==> config.mk <==
export PLATFORM = sky130hd
export DESIGN_NAME = branch_trace_queue
export DESIGN_NICKNAME = d
export VERILOG_FILES = /design/src/rtl/bt_pkg.sv /design/src/rtl/bt_event_select.sv /design/src/rtl/bt_arm_ctrl.sv /design/src/rtl/bt_queue_store.sv /design/src/rtl/bt_read_port.sv /design/src/rtl/branch_trace_queue.sv
export SDC_FILE = /design/constraint.sdc
export NUM_CORES = 1
export LEC_CHECK = 0
export ABC_AREA = 1
export CAP_MARGIN = 10
export CORE_ASPECT_RATIO = 2
export CORE_MARGIN = 2
export CORE_UTILIZATION = 30
export CTS_BUF_LIST = sky130_fd_sc_hd__clkbuf_16
export CTS_CLUSTER_DIAMETER = 60
export DETAILED_ROUTE_END_ITERATION = 16
export PLACE_DENSITY = 0.51
export REMOVE_ABC_BUFFERS = 1
export SLEW_MARGIN = 40
export SYNTH_ARGS = -nofsm -noshare
export SYNTH_HDL_FRONTEND = slang
export SYNTH_SLANG_ARGS = --single-unit
==> constraint.sdc <==
create_clock -name clk -period 8.4 [get_ports clk]
set_input_delay 1.26 -clock clk [delete_from_list [all_inputs] [get_ports clk]]
set_output_delay 1.26 -clock clk [all_outputs]
set_load 0.02 [all_outputs]
==> src/rtl/bt_pkg.sv <==
package bt_pkg;

  typedef enum logic {
    EV_BRANCH = 1'b0,
    EV_EXCEPT = 1'b1
  } bt_kind_e;

  typedef enum logic [1:0] {
    RD_NONE = 2'd0,
    RD_SRC  = 2'd1,
    RD_DST  = 2'd2
  } bt_rdop_e;

endpackage

==> src/rtl/bt_event_select.sv <==
module bt_event_select
  import bt_pkg::*;
#(
  parameter int AW = 32
) (
  input  logic          kind,
  input  logic [AW-1:0] branch_pc,
  input  logic [AW-1:0] return_pc,
  input  logic [AW-1:0] target,
  output logic [AW-1:0] pair_src,
  output logic [AW-1:0] pair_dst
);

  bt_kind_e kind_e;

  always_comb begin
    kind_e   = bt_kind_e'(kind);
    pair_dst = target;
    unique case (kind_e)
      EV_BRANCH: pair_src = branch_pc;
      EV_EXCEPT: pair_src = return_pc;
      default:   pair_src = branch_pc;
    endcase
  end

endmodule

==> src/rtl/bt_arm_ctrl.sv <==
module bt_arm_ctrl (
  input  logic clk,
  input  logic rst_n,
  input  logic soft_rst,
  input  logic trace_en,
  output logic flush,
  output logic capture_ok
);

  logic en_q, en_d;
  logic need_low_q, need_low_d;

  // next state
  always_comb begin
    en_d       = trace_en;
    need_low_d = soft_rst | (need_low_q & trace_en);
    flush      = soft_rst | (trace_en & ~en_q);
    capture_ok = trace_en & ~need_low_q & ~soft_rst;
  end

  // registers
  always_ff @(posedge clk or negedge rst_n) begin
    if (!rst_n) begin
      en_q       <= 1'b0;
      need_low_q <= 1'b0;
    end else begin
      en_q       <= en_d;
      need_low_q <= need_low_d;
    end
  end


  soft_block_chk: assert property (@(posedge clk) disable iff (!rst_n)
    soft_rst |=> !capture_ok);


  en_gate_chk: assert property (@(posedge clk) disable iff (!rst_n)
    !trace_en |-> !capture_ok);

endmodule

==> src/rtl/bt_queue_store.sv <==
module bt_queue_store #(
  parameter int AW    = 32,
  parameter int DEPTH = 4
) (
  input  logic          clk,
  input  logic          rst_n,
  input  logic          flush,
  input  logic          push,
  input  logic [AW-1:0] push_src,
  input  logic [AW-1:0] push_dst,
  input  logic          pop_req,
  output logic [AW-1:0] head_src,
  output logic [AW-1:0] head_dst,
  output logic          not_empty
);

  localparam int CW = $clog2(DEPTH + 1);
  localparam logic [CW-1:0] FULL = CW'(DEPTH);

  logic [AW-1:0] src_q [DEPTH];
  logic [AW-1:0] dst_q [DEPTH];
  logic [AW-1:0] src_d [DEPTH];
  logic [AW-1:0] dst_d [DEPTH];
  logic [CW-1:0] cnt_q, cnt_d;
  logic          pop_eff;

  assign pop_eff   = pop_req & (cnt_q != '0) & ~flush;
  assign not_empty = (cnt_q != '0);
  assign head_src  = src_q[0];
  assign head_dst  = dst_q[0];

  // next state: invalidate, then pop, then append
  always_comb begin
    for (int i = 0; i < DEPTH; i++) begin
      src_d[i] = src_q[i];
      dst_d[i] = dst_q[i];
    end
    cnt_d = flush ? '0 : cnt_q;
    if (pop_eff) begin
      for (int i = 0; i < DEPTH - 1; i++) begin
        src_d[i] = src_d[i+1];
        dst_d[i] = dst_d[i+1];
      end
      src_d[DEPTH-1] = '0;
      dst_d[DEPTH-1] = '0;
      cnt_d = cnt_d - 1'b1;
    end
    if (push) begin
      if (cnt_d == FULL) begin
        for (int i = 0; i < DEPTH - 1; i++) begin
          src_d[i] = src_d[i+1];
          dst_d[i] = dst_d[i+1];
        end
        src_d[DEPTH-1] = push_src;
        dst_d[DEPTH-1] = push_dst;
      end else begin
        for (int i = 0; i < DEPTH; i++) begin
          if (CW'(i) == cnt_d) begin
            src_d[i] = push_src;
            dst_d[i] = push_dst;
          end
        end
        cnt_d = cnt_d + 1'b1;
      end
    end
  end

  // registers with write enable
  logic upd;
  assign upd = flush | push | pop_eff;

  always_ff @(posedge clk or negedge rst_n) begin
    if (!rst_n) begin
      cnt_q <= '0;
      for (int i = 0; i < DEPTH; i++) begin
        src_q[i] <= '0;
        dst_q[i] <= '0;
      end
    end else if (upd) begin
      cnt_q <= cnt_d;
      for (int i = 0; i < DEPTH; i++) begin
        src_q[i] <= src_d[i];
        dst_q[i] <= dst_d[i];
      end
    end
  end


  depth_bound_chk: assert property (@(posedge clk) disable iff (!rst_n)
    cnt_q <= FULL);


  flush_empty_chk: assert property (@(posedge clk) disable iff (!rst_n)
    flush |=> cnt_q <= CW'(1));


  pop_push_keep_chk: assert property (@(posedge clk) disable iff (!rst_n)
    (push && pop_req && cnt_q != '0 && !flush) |=> cnt_q == $past(cnt_q));

  generate
    if (DEPTH > 1) begin : g_ovf

      drop_oldest_chk: assert property (@(posedge clk) disable iff (!rst_n)
        (push && !flush && !pop_req && cnt_q == FULL)
          |=> (cnt_q == FULL) && (src_q[0] == $past(src_q[1])));
    end
  endgenerate

endmodule

==> src/rtl/bt_read_port.sv <==
module bt_read_port
  import bt_pkg::*;
#(
  parameter int AW = 32
) (
  input  logic          clk,
  input  logic          rst_n,
  input  logic          soft_rst,
  input  logic          rd_src_stb,
  input  logic          rd_dst_stb,
  input  logic          not_empty,
  input  logic [AW-1:0] head_src,
  input  logic [AW-1:0] head_dst,
  output logic          pop_req,
  output logic [AW-1:0] rd_data,
  output logic          rd_valid
);

  bt_rdop_e      op;
  logic [AW-1:0] data_d;
  logic          valid_d;
  logic          load;

  // next state
  always_comb begin
    if (rd_dst_stb)      op = RD_DST;
    else if (rd_src_stb) op = RD_SRC;
    else                 op = RD_NONE;
    pop_req = (op == RD_DST);
    load    = soft_rst | (op != RD_NONE);
    data_d  = '0;
    valid_d = 1'b0;
    if (!soft_rst && not_empty) begin
      valid_d = 1'b1;
      data_d  = (op == RD_DST) ? head_dst : head_src;
    end
  end

  // registers
  always_ff @(posedge clk or negedge rst_n) begin
    if (!rst_n) begin
      rd_data  <= '0;
      rd_valid <= 1'b0;
    end else if (load) begin
      rd_data  <= data_d;
      rd_valid <= valid_d;
    end
  end


  empty_read_chk: assert property (@(posedge clk) disable iff (!rst_n)
    ((rd_src_stb || rd_dst_stb) && !not_empty) |=> (rd_data == '0) && !rd_valid);


  src_read_chk: assert property (@(posedge clk) disable iff (!rst_n)
    (rd_src_stb && !rd_dst_stb && not_empty && !soft_rst)
      |=> rd_valid && (rd_data == $past(head_src)));


  idle_hold_chk: assert property (@(posedge clk) disable iff (!rst_n)
    (!rd_src_stb && !rd_dst_stb && !soft_rst) |=> $stable(rd_data) && $stable(rd_valid));

endmodule

==> src/rtl/branch_trace_queue.sv <==
module branch_trace_queue #(
  parameter int AW    = 32,
  parameter int DEPTH = 4
) (
  input  logic          clk,
  input  logic          rst_n,
  input  logic          man_rst,
  input  logic          dbg_srst,
  input  logic          trace_en,
  input  logic          ev_valid,
  input  logic          ev_kind,
  input  logic [AW-1:0] ev_branch_pc,
  input  logic [AW-1:0] ev_return_pc,
  input  logic [AW-1:0] ev_target,
  input  logic          rd_src_stb,
  input  logic          rd_dst_stb,
  output logic [AW-1:0] rd_data,
  output logic          rd_valid
);

  logic          soft_rst;
  logic          flush;
  logic          capture_ok;
  logic          push;
  logic          pop_req;
  logic          not_empty;
  logic [AW-1:0] pair_src, pair_dst;
  logic [AW-1:0] head_src, head_dst;

  assign soft_rst = man_rst | dbg_srst;
  assign push     = ev_valid & capture_ok;

  bt_event_select #(.AW(AW)) u_sel (
    .kind      (ev_kind),
    .branch_pc (ev_branch_pc),
    .return_pc (ev_return_pc),
    .target    (ev_target),
    .pair_src  (pair_src),
    .pair_dst  (pair_dst)
  );

  bt_arm_ctrl u_arm (
    .clk        (clk),
    .rst_n      (rst_n),
    .soft_rst   (soft_rst),
    .trace_en   (trace_en),
    .flush      (flush),
    .capture_ok (capture_ok)
  );

  bt_queue_store #(.AW(AW), .DEPTH(DEPTH)) u_q (
    .clk       (clk),
    .rst_n     (rst_n),
    .flush     (flush),
    .push      (push),
    .push_src  (pair_src),
    .push_dst  (pair_dst),
    .pop_req   (pop_req),
    .head_src  (head_src),
    .head_dst  (head_dst),
    .not_empty (not_empty)
  );

  bt_read_port #(.AW(AW)) u_rd (
    .clk        (clk),
    .rst_n      (rst_n),
    .soft_rst   (soft_rst),
    .rd_src_stb (rd_src_stb),
    .rd_dst_stb (rd_dst_stb),
    .not_empty  (not_empty),
    .head_src   (head_src),
    .head_dst   (head_dst),
    .pop_req    (pop_req),
    .rd_data    (rd_data),
    .rd_valid   (rd_valid)
  );

endmodule

==> flow_summary.json <==
{
  "cp_cell_sequence": "clkdlybuf4s50_1 > nor2_4 > buf_4 > nand3_1 > nand2_1 > nand3_1 > nand2_4 > buf_4 > ha_4 > buf_4 > o21ai_0 > nand2_1 > nand2_1 > nand2_1 > nand2_1",
  "viasPerCell": 4.99,
  "io_buffers": 137,
  "initial_core_util_pct": 30.2,
  "synth-edff-count": 0,
  "end_kind": "register",
  "ys_top_cells_by_area": "dfrtp_1, nand2_1, nand3_1",
  "dp_hpwl_um": 36900,
  "skew_ns": 0.0101,
  "critPathSlowestCell": "buf_4",
  "ys_types": 24,
  "wirelength_um": 68900,
  "h-tree-depth": 1,
  "max_freq_ghz": 0.199,
  "cts_tree": "built",
  "grtUsageMet1_pct": 23.2,
  "arrival_ns": 5.52,
  "final_cell_count_no_fill": 4120,
  "rr_endpoint": "u_q.src_q[16]",
  "p_leak_uw": 0.0125,
  "worstPathMaxFanout": 60,
  "antenna_found_initial": 0,
  "syn_area_mm2": 0.0204,
  "synth_warnings": 0,
  "rsz0062_at_grt": "false",
  "hold_path.class": "reg -> reg",
  "async_flop_share_pct": 100,
  "grt_max_degree": 199,
  "grt_usage_pct": 19.4,
  "yosysSeqAreaShare_pct": 36.0,
  "clock-sinks": 294,
  "die_h_um": 373,
  "status": "finished, final reports clean",
  "hold_viol_final": 0,
  "ys.flop_type": "dfrtp_1",
  "cts_post_setup_buffers_inserted": 0,
  "drc": 0,
  "post-route-period-util_pct": 59.9,
  "num-nets-final": 3314,
  "dieArea_mm2": 0.0703,
  "synth-seq-cells": 294,
  "busiest_layer": "met2",
  "cap_viol_max_count": 0,
  "design_area_mm2": 0.0233,
  "core.rowCount": 135,
  "whs_endpoint": "u_rd.rd_data[21]",
  "avgRoutedWirePerCell_um": 16.7,
  "io_pins": 138,
  "cts_buffer_depth": 3,
  "clkTransAtPathRegs_ns": 0.07,
  "finalCriticalPeriod_ns": 5.03,
  "layout_common_cells": "nand2_1, nand3_1, dfrtp_1",
  "final-setup-viol-count": 0,
  "drtPass1Iterations": 7,
  "die_w_um": 188,
  "area_growth_pct": 14.3,
  "mostFrequentLayoutCell": "nand2_1",
  "crit_required_ns": 8.89,
  "crit_top_cell": "nand2_1",
  "clockRootBuffer": "clkbuf_16",
  "slew_violations": 0,
  "drive_gt1_share_pct": 5.26,
  "hold_buffers": 0,
  "grt_pass1_wl_um": 110000,
  "num_vias": 20546,
  "ir_worst_vdd_v": 0.000153,
  "reg2reg_depth": 17,
  "r2r_slack_ns": 4.27,
  "timing.rr.start": "u_arm.en_q",
  "first_iter_violations": 1459,
  "gr-usage-met2_pct": 36.0,
  "cp_slowest_stage_delay_ns": 0.76,
  "dp_cells": 4061,
  "cts_buffers": 31,
  "ant_nets": 0,
  "yosysTopAreaCellShare_pct": 36.0,
  "worstHoldStart": "u_rd.rd_data[21]",
  "placed_cell_area_mm2": 0.0223,
  "cp-start-kind": "primary input",
  "post_cts_resized": 0,
  "worst_slew_pin_slew_ns": 0.860,
  "grt_pass1_vias": 19841,
  "gp_congestion": 0.736,
  "whs_path_depth": 2,
  "antenna_cells": 0,
  "core_mm2": 0.0676,
  "powerDensity_mw_per_mm2": 169,
  "grt.met3_usage_pct": 1.87,
  "postSynthCellCount": 3249,
  "worstSetupPathType": "in -> reg",
  "synth_area_per_cell_um2": 6.28,
  "clk_latency_ns": 0.60,
  "yosys.area.top_type": "dfrtp_1",
  "grt-ovfl-total": 0,
  "max_slew_margin_pct": 42.6
}
[cell families (layout without fill, tap and decap cells)]
group | Yosys count | in the layout | share of synthesized area [%]
and+or+nand+nor | 2013 | 2013 | 40.7
adders and majority gates | 2 | 2 | 0.123
buffers and inverters | 391 | 372 | 7.87
muxes | 63 | 63 | 3.28
DFF | 294 | 294 | 36.0
AOI/OAI and AO/OA | 486 | 486 | 12.0
[power by group]
group	total (uW)	internal [uW]	switching (uW)
clock network	1360	725	633
logic	842	327	515
registers	1750	1640	112
[flip-flops by register name, summed over array words and instances, names as in the netlist]
register          cells
u_arm.en_q            1
u_q.dst_q            96
u_q.head_dst         32
u_q.src_q            96
u_q.cnt_q             3
u_rd.rd_data         32
u_arm.need_low_q      1
u_rd.rd_valid         1
u_q.head_src         32
[worst max path at each step]
stage                     startpoint             to  slack, ns  depth (start not counted)
after floorplan             dbg_srst   u_q.cnt_q[0]      -8.88                          5
after global placement      trace_en  u_q.src_q[11]       2.65                         15
after detailed placement    trace_en   u_q.src_q[6]       2.58                         15
after CTS                   trace_en  u_q.dst_q[19]       3.23                         15
after global routing        dbg_srst  u_q.src_q[16]       3.03                         15
final                       dbg_srst  u_q.src_q[16]       3.37                         15
[per-stage QoR]
stage	util (%)	setup TNS, ns	power [uW]	worst slack, ns	hold slack [ns]
after CTS	34.4	0	4010	3.23	0.518
after global routing	34.5	0	4230	3.03	0.536
after detailed placement	33.0	0	2620	2.58	0.501
final	34.5	0	3950	3.37	0.509
after floorplan	-	-1555.81	2380	-8.88	0.490
after global placement	32.8	0	2620	2.65	0.496
[Yosys cell counts (3+ instances only)]
library cell	instances
nand2_2	4
buf_2	87
or2_2	38
nand2_1	1563
dfrtp_1	294
nor2_4	3
or2_0	90
nand3_1	299
inv_2	4
nor2_1	6
mux2i_1	31
clkbuf_1	141
nor2_2	3
buf_4	8
nand4_1	5
a21oi_1	192
buf_1	9
mux2_2	32
inv_1	142
o21ai_0	291
[critical path, delay by kind of cell]
kind	cells	cell delay [ns]
compound gates	1	0.19
fa+ha+maj	1	0.48
buf+inv	4	2.38
simple gates	9	1.15
[area by class of cell]
cell class	instances	area, um^2
Tap cell	890	1110
Multi-Input combinational cell	2564	11500
Sequential cell	294	7360
Clock inverter	25	158
Inverter	146	557
Fill cell	7443	44200
Timing Repair Buffer	170	1840
Clock buffer	31	776
[layer usage]
metal  share of wire, %  up-vias
li1                   -    10235
met1                 42     9807
met2                 51      413
met3                3.8       91
met4                2.6        0
met5                  0        -
Note: power is estimated with default switching activity, not from simulation.
